### src/rtl/pll_retune_pkg.sv
package pll_retune_pkg;
  localparam int FRAC_W   = 16;
  localparam int SRC_W    = 3;
  localparam int WORD_W   = 32;

  typedef enum logic [2:0] {
    ST_IDLE, ST_ENTER, ST_WR_DIV, ST_WR_CFG, ST_WR_FRAC, ST_RST, ST_SETTLE, ST_WAIT
  } seq_state_e;

  // enable in the top bit, fraction in the low bits, zero between
  function automatic logic [WORD_W-1:0] pack_frac(input logic en, input logic [FRAC_W-1:0] f);
    return {en, {(WORD_W-FRAC_W-1){1'b0}}, f};
  endfunction
endpackage

### src/rtl/pll_lock_sync.sv
module pll_lock_sync #(
  parameter int STAGES = 2
) (
  input  logic clk,
  input  logic rst_n,
  input  logic d,
  output logic q
);
  logic [STAGES-1:0] sh;

  always_ff @(posedge clk or negedge rst_n) begin
    if (!rst_n) sh <= '0;
    else        sh <= {sh[STAGES-2:0], d};
  end

  assign q = sh[STAGES-1];
endmodule

### src/rtl/pll_seq_ctrl.sv
module pll_seq_ctrl
  import pll_retune_pkg::*;
#(
  parameter int RST_CYC    = 4,
  parameter int SETTLE_CYC = 3,
  parameter int LOCK_TO    = 64
) (
  input  logic clk,
  input  logic rst_n,
  input  logic start,
  input  logic lock_s,
  output logic idle,
  output logic ld_div,
  output logic ld_cfg,
  output logic ld_frac,
  output logic bypass,
  output logic pll_rst,
  output logic done,
  output logic timeout_err
);
  localparam int M1    = (RST_CYC > SETTLE_CYC) ? RST_CYC : SETTLE_CYC;
  localparam int MAXC  = (M1 > LOCK_TO) ? M1 : LOCK_TO;
  localparam int CNT_W = $clog2(MAXC + 1);

  seq_state_e       state;
  logic [CNT_W-1:0] cnt;

  assign idle    = (state == ST_IDLE);
  assign ld_div  = (state == ST_WR_DIV);
  assign ld_cfg  = (state == ST_WR_CFG);
  assign ld_frac = (state == ST_WR_FRAC);

  always_ff @(posedge clk or negedge rst_n) begin
    if (!rst_n) begin
      state       <= ST_IDLE;
      cnt         <= '0;
      bypass      <= 1'b1;
      pll_rst     <= 1'b0;
      done        <= 1'b0;
      timeout_err <= 1'b0;
    end else begin
      done <= 1'b0;
      case (state)
        ST_IDLE: if (start) begin
          state       <= ST_ENTER;
          bypass      <= 1'b1;
          timeout_err <= 1'b0;
          cnt         <= '0;
        end
        ST_ENTER:   state <= ST_WR_DIV;
        ST_WR_DIV:  state <= ST_WR_CFG;
        ST_WR_CFG:  state <= ST_WR_FRAC;
        ST_WR_FRAC: begin
          state <= ST_RST;
          cnt   <= '0;
        end
        ST_RST: begin
          if (cnt == CNT_W'(RST_CYC)) begin
            pll_rst <= 1'b0;
            cnt     <= '0;
            state   <= ST_SETTLE;
          end else begin
            pll_rst <= 1'b1;
            cnt     <= cnt + 1'b1;
          end
        end
        ST_SETTLE: begin
          if (cnt == CNT_W'(SETTLE_CYC - 1)) begin
            cnt   <= '0;
            state <= ST_WAIT;
          end else begin
            cnt <= cnt + 1'b1;
          end
        end
        ST_WAIT: begin
          if (lock_s) begin
            bypass <= 1'b0;
            done   <= 1'b1;
            state  <= ST_IDLE;
          end else if (cnt == CNT_W'(LOCK_TO - 1)) begin
            timeout_err <= 1'b1;
            state       <= ST_IDLE;
          end else begin
            cnt <= cnt + 1'b1;
          end
        end
        default: state <= ST_IDLE;
      endcase
    end
  end
endmodule

### src/rtl/pll_cfg_regs.sv
module pll_cfg_regs
  import pll_retune_pkg::*;
#(
  parameter int              FB_W      = 8,
  parameter int              CFG_W     = 10,
  parameter logic [FB_W-1:0] DEF_FBDIV = 8'h20,
  parameter logic [2:0]      DEF_SRC   = 3'b000,
  parameter logic [CFG_W-1:0] DEF_CFG  = '0
) (
  input  logic              clk,
  input  logic              rst_n,
  input  logic              capture,
  input  logic              ld_div,
  input  logic              ld_cfg,
  input  logic              ld_frac,
  input  logic [FB_W-1:0]   in_fbdiv,
  input  logic [FRAC_W-1:0] in_frac,
  input  logic              in_frac_en,
  input  logic              in_half,
  input  logic [SRC_W-1:0]  in_src,
  input  logic [CFG_W-1:0]  in_cfg,
  output logic [FB_W-1:0]   o_fbdiv,
  output logic              o_half,
  output logic [SRC_W-1:0]  o_src,
  output logic [CFG_W-1:0]  o_cfg,
  output logic [WORD_W-1:0] o_word
);
  logic [FB_W-1:0]   h_fbdiv;
  logic [FRAC_W-1:0] h_frac;
  logic              h_frac_en;
  logic              h_half;
  logic [SRC_W-1:0]  h_src;
  logic [CFG_W-1:0]  h_cfg;

  // request fields held for the whole sequence
  always_ff @(posedge clk or negedge rst_n) begin
    if (!rst_n) begin
      h_fbdiv <= DEF_FBDIV; h_frac <= '0; h_frac_en <= 1'b0;
      h_half  <= 1'b0;      h_src  <= DEF_SRC; h_cfg <= DEF_CFG;
    end else if (capture) begin
      h_fbdiv <= in_fbdiv; h_frac <= in_frac; h_frac_en <= in_frac_en;
      h_half  <= in_half;  h_src  <= in_src;  h_cfg     <= in_cfg;
    end
  end

  always_ff @(posedge clk or negedge rst_n) begin
    if (!rst_n) begin
      o_fbdiv <= DEF_FBDIV;
      o_half  <= 1'b0;
      o_src   <= DEF_SRC;
      o_cfg   <= DEF_CFG;
      o_word  <= '0;
    end else begin
      if (ld_div) begin
        o_fbdiv <= h_fbdiv;
        o_half  <= h_half;
        o_src   <= h_src;
      end
      if (ld_cfg)  o_cfg  <= h_cfg;
      if (ld_frac) o_word <= pack_frac(h_frac_en, h_frac);
    end
  end
endmodule

### src/rtl/pll_retune_seq.sv
module pll_retune_seq
  import pll_retune_pkg::*;
#(
  parameter int               FB_W       = 8,
  parameter int               CFG_W      = 10,
  parameter int               RST_CYC    = 4,
  parameter int               SETTLE_CYC = 3,
  parameter int               LOCK_TO    = 64,
  parameter int               SYNC_STG   = 2,
  parameter logic [FB_W-1:0]  DEF_FBDIV  = 8'h20,
  parameter logic [2:0]       DEF_SRC    = 3'b000,
  parameter logic [CFG_W-1:0] DEF_CFG    = '0
) (
  input  logic             clk,
  input  logic             rst_n,
  input  logic             req_valid,
  output logic             req_ready,
  input  logic [FB_W-1:0]  req_fbdiv,
  input  logic [15:0]      req_frac,
  input  logic             req_frac_en,
  input  logic             req_half,
  input  logic [2:0]       req_src,
  input  logic [CFG_W-1:0] req_loopcfg,
  input  logic             pll_lock,
  output logic             pll_bypass,
  output logic             pll_reset,
  output logic [FB_W-1:0]  pll_fbdiv,
  output logic             pll_half,
  output logic [2:0]       pll_src,
  output logic [CFG_W-1:0] pll_loopcfg,
  output logic [31:0]      pll_fracword,
  output logic             busy,
  output logic             done,
  output logic             timeout_err
);
  logic lock_s, idle, start, ld_div, ld_cfg, ld_frac;

  assign req_ready = idle;
  assign busy      = ~idle;
  assign start     = req_valid & idle;

  pll_lock_sync #(.STAGES(SYNC_STG)) u_sync (
    .clk(clk), .rst_n(rst_n), .d(pll_lock), .q(lock_s)
  );

  pll_seq_ctrl #(.RST_CYC(RST_CYC), .SETTLE_CYC(SETTLE_CYC), .LOCK_TO(LOCK_TO)) u_ctrl (
    .clk(clk), .rst_n(rst_n), .start(start), .lock_s(lock_s), .idle(idle),
    .ld_div(ld_div), .ld_cfg(ld_cfg), .ld_frac(ld_frac), .bypass(pll_bypass),
    .pll_rst(pll_reset), .done(done), .timeout_err(timeout_err)
  );

  pll_cfg_regs #(.FB_W(FB_W), .CFG_W(CFG_W), .DEF_FBDIV(DEF_FBDIV), .DEF_SRC(DEF_SRC),
                 .DEF_CFG(DEF_CFG)) u_regs (
    .clk(clk), .rst_n(rst_n), .capture(start), .ld_div(ld_div), .ld_cfg(ld_cfg),
    .ld_frac(ld_frac), .in_fbdiv(req_fbdiv), .in_frac(req_frac), .in_frac_en(req_frac_en),
    .in_half(req_half), .in_src(req_src), .in_cfg(req_loopcfg), .o_fbdiv(pll_fbdiv),
    .o_half(pll_half), .o_src(pll_src), .o_cfg(pll_loopcfg), .o_word(pll_fracword)
  );
endmodule

### config.mk
export PLATFORM = sky130hd
export DESIGN_NAME = pll_retune_seq
export DESIGN_NICKNAME = d
export VERILOG_FILES = /design/src/rtl/pll_retune_pkg.sv /design/src/rtl/pll_lock_sync.sv /design/src/rtl/pll_seq_ctrl.sv /design/src/rtl/pll_cfg_regs.sv /design/src/rtl/pll_retune_seq.sv
export SDC_FILE = /design/constraint.sdc
export NUM_CORES = 1
export LEC_CHECK = 0
export BUFFER_PORTS_ARGS = -buffer_cell sky130_fd_sc_hd__buf_2
export CORE_AREA = 2 2 86 170
export CTS_CLUSTER_SIZE = 14
export DETAILED_ROUTE_END_ITERATION = 8
export DIE_AREA = 0 0 88 172
export GPL_ROUTABILITY_DRIVEN = 0
export PLACE_DENSITY = 0.49
export SLEW_MARGIN = 20
export SYNTH_ARGS = -nofsm -noshare
export SYNTH_HDL_FRONTEND = slang
export SYNTH_SLANG_ARGS = --single-unit
### constraint.sdc
create_clock -name clk -period 2 [get_ports clk]
set_clock_uncertainty 0.1 [all_clocks]
set_input_delay 0.1 -clock clk [delete_from_list [all_inputs] [get_ports clk]]
set_output_delay 0.1 -clock clk [all_outputs]
set_load 0.01 [all_outputs]
==> results.tsv <==
metric	value	unit
FF+latch count, synth	94	
PD cells	1430	nW/um^2
DRC Markers	0	
area of the core	13800	sq um
Post-synth EDFFs	0	
global-route wire length before repair	13900	um
via count	2619	
mux share of post-synthesis cell area	23.2	%
synthesized area	3900	sq um
critical path arrival	2050	ps
share of cells above drive strength 1	51.9	%
Pre-antenna DRT Iters	4	
area delta synth->final	37.6	%
Final Power	7.69	mW
clock latency on the worst-skew pair	330	ps
antenna viol nets, final	0	
R2R depth	5	
Antenna Cells	0	
TritonCTS buffer count	9	
most common cell after layout, fill and taps aside	dfrtp_1	
dpl ws	49.7	ps
Die X	88	um
reg2reg start	u_ctrl.cnt[6]	
largest net degree at the start of global routing	45	
Wirelength per Cell	14.2	um
final setup TNS	0	ps
status	completed	
Worst Path Class, Setup	flop to flop	
complex-gate fraction of the synthesized area	4.23	%
Syn Area/Cell	14.3	sq um
GRT overflow	0	
most frequent cells in the layout	91 x dfrtp_1, 86 x buf_2, 79 x mux2_2, 41 x dlygate4sd3_1, 15 x conb_1	
initial antenna violation count	0	
DR iter-0 viols	63	
synthesized instance count	273	
Synth Area in Adders	0.962	%
num rows	61	
clock sink count	94	
Synth Area in XOR/XNOR	0	%
crit start category	flop	
# H-tree levels	3	
RSZ-0062 raised after global routing	false	
final worst slack	71.5	ps
CTS Buffer Depth	2	
Period minus WS final	1930	ps
combinational family with the most area after synthesis	multiplexers	
Fmax achieved	519	MHz
CP endpoint kind	flop	
vias in the first global route	2805	
worst hold margin	71.1	ps
Max-cap violations	0	
CP Data Required Time	2120	ps
period utilization	96.4	%
Layout Nets	462	
die area	15100	sq um
Leak	2.54	nW
vias per inst	4.30	
critical path peak fanout	7	
Worst Hold Depth	3	
Hold Violations, Final	0	
clock slew at reported path FFs	60	ps
I/O Buffers	87	
final wirelength	8630	um
hold_sp	req_valid	
Crit. Startpoint	u_ctrl.cnt[6]	
clk root buf	clkbuf_16	
overall routing resource usage	12.2	%
Initial Util	28.2	%
Die H	172	um
Final setup viols	0	
hpwl dp	6240	um
Hold Path Class	input pin to flop	
Async S/R FF share, synth	100	%
CTS tree	yes	
worst vdd ir	0.741	mV
simple-gate share of the synthesized area	6.29	%
Seq/Total Area, Yosys	60.4	%
Ys Warns	0	
library cells used by synthesis	39	
Slew Viols, Final	0	
IO Pins	103	
Synth Flop Type	dfrtp_1	
[area by class of cell]
class | instances | area [sq um]
clock buffer | 10 | 239
clock inverter | 5 | 60.1
fill | 1356 | 8450
inverter | 6 | 22.5
multi-input combinational | 161 | 1430
sequential | 94 | 2360
tap | 189 | 236
timing repair buffer | 144 | 1020
[Yosys cell counts, types with 3 or more instances]
| cell type | instances | area (sq um) |
|---|---|---|
| nand2_1 | 11 | 41.3 |
| a21o_2 | 3 | 26.3 |
| buf_2 | 6 | 30.0 |
| dfrtp_1 | 91 | 2280 |
| nand3_1 | 5 | 25.0 |
| dfstp_2 | 3 | 78.8 |
| nor2_1 | 8 | 30.0 |
| inv_1 | 6 | 22.5 |
| buf_4 | 16 | 120 |
| a22o_2 | 4 | 40.0 |
| clkbuf_1 | 4 | 15.0 |
| ha_1 | 3 | 37.5 |
| mux2_2 | 79 | 890 |
[critical path, cell delays in order, from the launching register on]
cell and delay (ps):
dfrtp_1 410, or4_4 580, nor3_4 190, nor3_4 100, nor2b_4 180, mux2_4 260
[sequential cells by signal, indices dropped and copies added (netlist names)]
| signal | cells |
|---|---|
| u_ctrl.pll_rst | 1 |
| u_regs.h_cfg | 10 |
| u_regs.h_fbdiv | 8 |
| u_ctrl.timeout_err | 1 |
| u_ctrl.state | 3 |
| u_regs.h_frac_en | 1 |
| u_ctrl.done | 1 |
| u_regs.o_src | 3 |
| u_ctrl.bypass | 1 |
| u_regs.o_fbdiv | 8 |
| u_regs.o_half | 1 |
| u_regs.h_half | 1 |
| u_regs.o_cfg | 10 |
| u_regs.h_frac | 16 |
| u_sync.sh | 2 |
| u_ctrl.cnt | 7 |
| u_regs.h_src | 3 |
| u_regs.o_word | 17 |
[per-layer routing]
metal | part of all wire [%] | global-route usage, %
met2 | 59 | 23.4
met4 | 2.0 | 5.22
met5 | 0 | 0
met3 | 3.0 | 2.77
met1 | 36 | 12.1
[cell families (layout without fill, tap and decap cells)]
family / after synthesis / after routing
adders and majority gates: 3 / 3
DFF: 94 / 94
muxes: 80 / 80
AOI/OAI and AO/OA: 21 / 21
other: 1 / 15
buffers and inverters: 32 / 165
and+or+nand+nor: 42 / 42
[per-stage QoR]
| stage | utilization, % | cells | area, sq um |
|---|---|---|---|
| 2_1_floorplan | - | 287 | 3950 |
| 3_3_place_gp | 33.6 | 552 | 4640 |
| 3_5_place_dp | 33.6 | 552 | 4640 |
| 4_1_cts | 38.7 | 608 | 5350 |
| 5_1_grt | 38.8 | 609 | 5370 |
| 6_report | 38.8 | 609 | 5370 |
[power by group]
group / switching [mW] / leakage (nW) / internal [mW] / total [mW]
Clock: 0.705 / 0.145 / 0.998 / 1.70
Combinational: 1.20 / 1.24 / 1.55 / 2.75
Sequential: 0.478 / 1.16 / 2.76 / 3.24
[path summary, 6_finish.rpt]
check,slack [ps],endpoint
min reg2reg,260,u_sync.sh[1]
max,70,u_ctrl.cnt[0]
min,70,u_ctrl.state[0]
max in group asynchronous,970,u_ctrl.bypass
max reg2reg,70,u_ctrl.cnt[0]
min in group asynchronous,150,u_regs.h_frac[3]
[what timing repair did]
| action | CTS | global route |
|---|---|---|
| buffers inserted | 0 | 1 |
| hold endpoints to repair | 72 | 0 |
| endpoints found under the setup margin | 0 | 6 |
| hold buffers | 41 | 0 |
| gates resized for setup | 0 | 2 |
No activity file was read; power rests on OpenSTA's default activity.
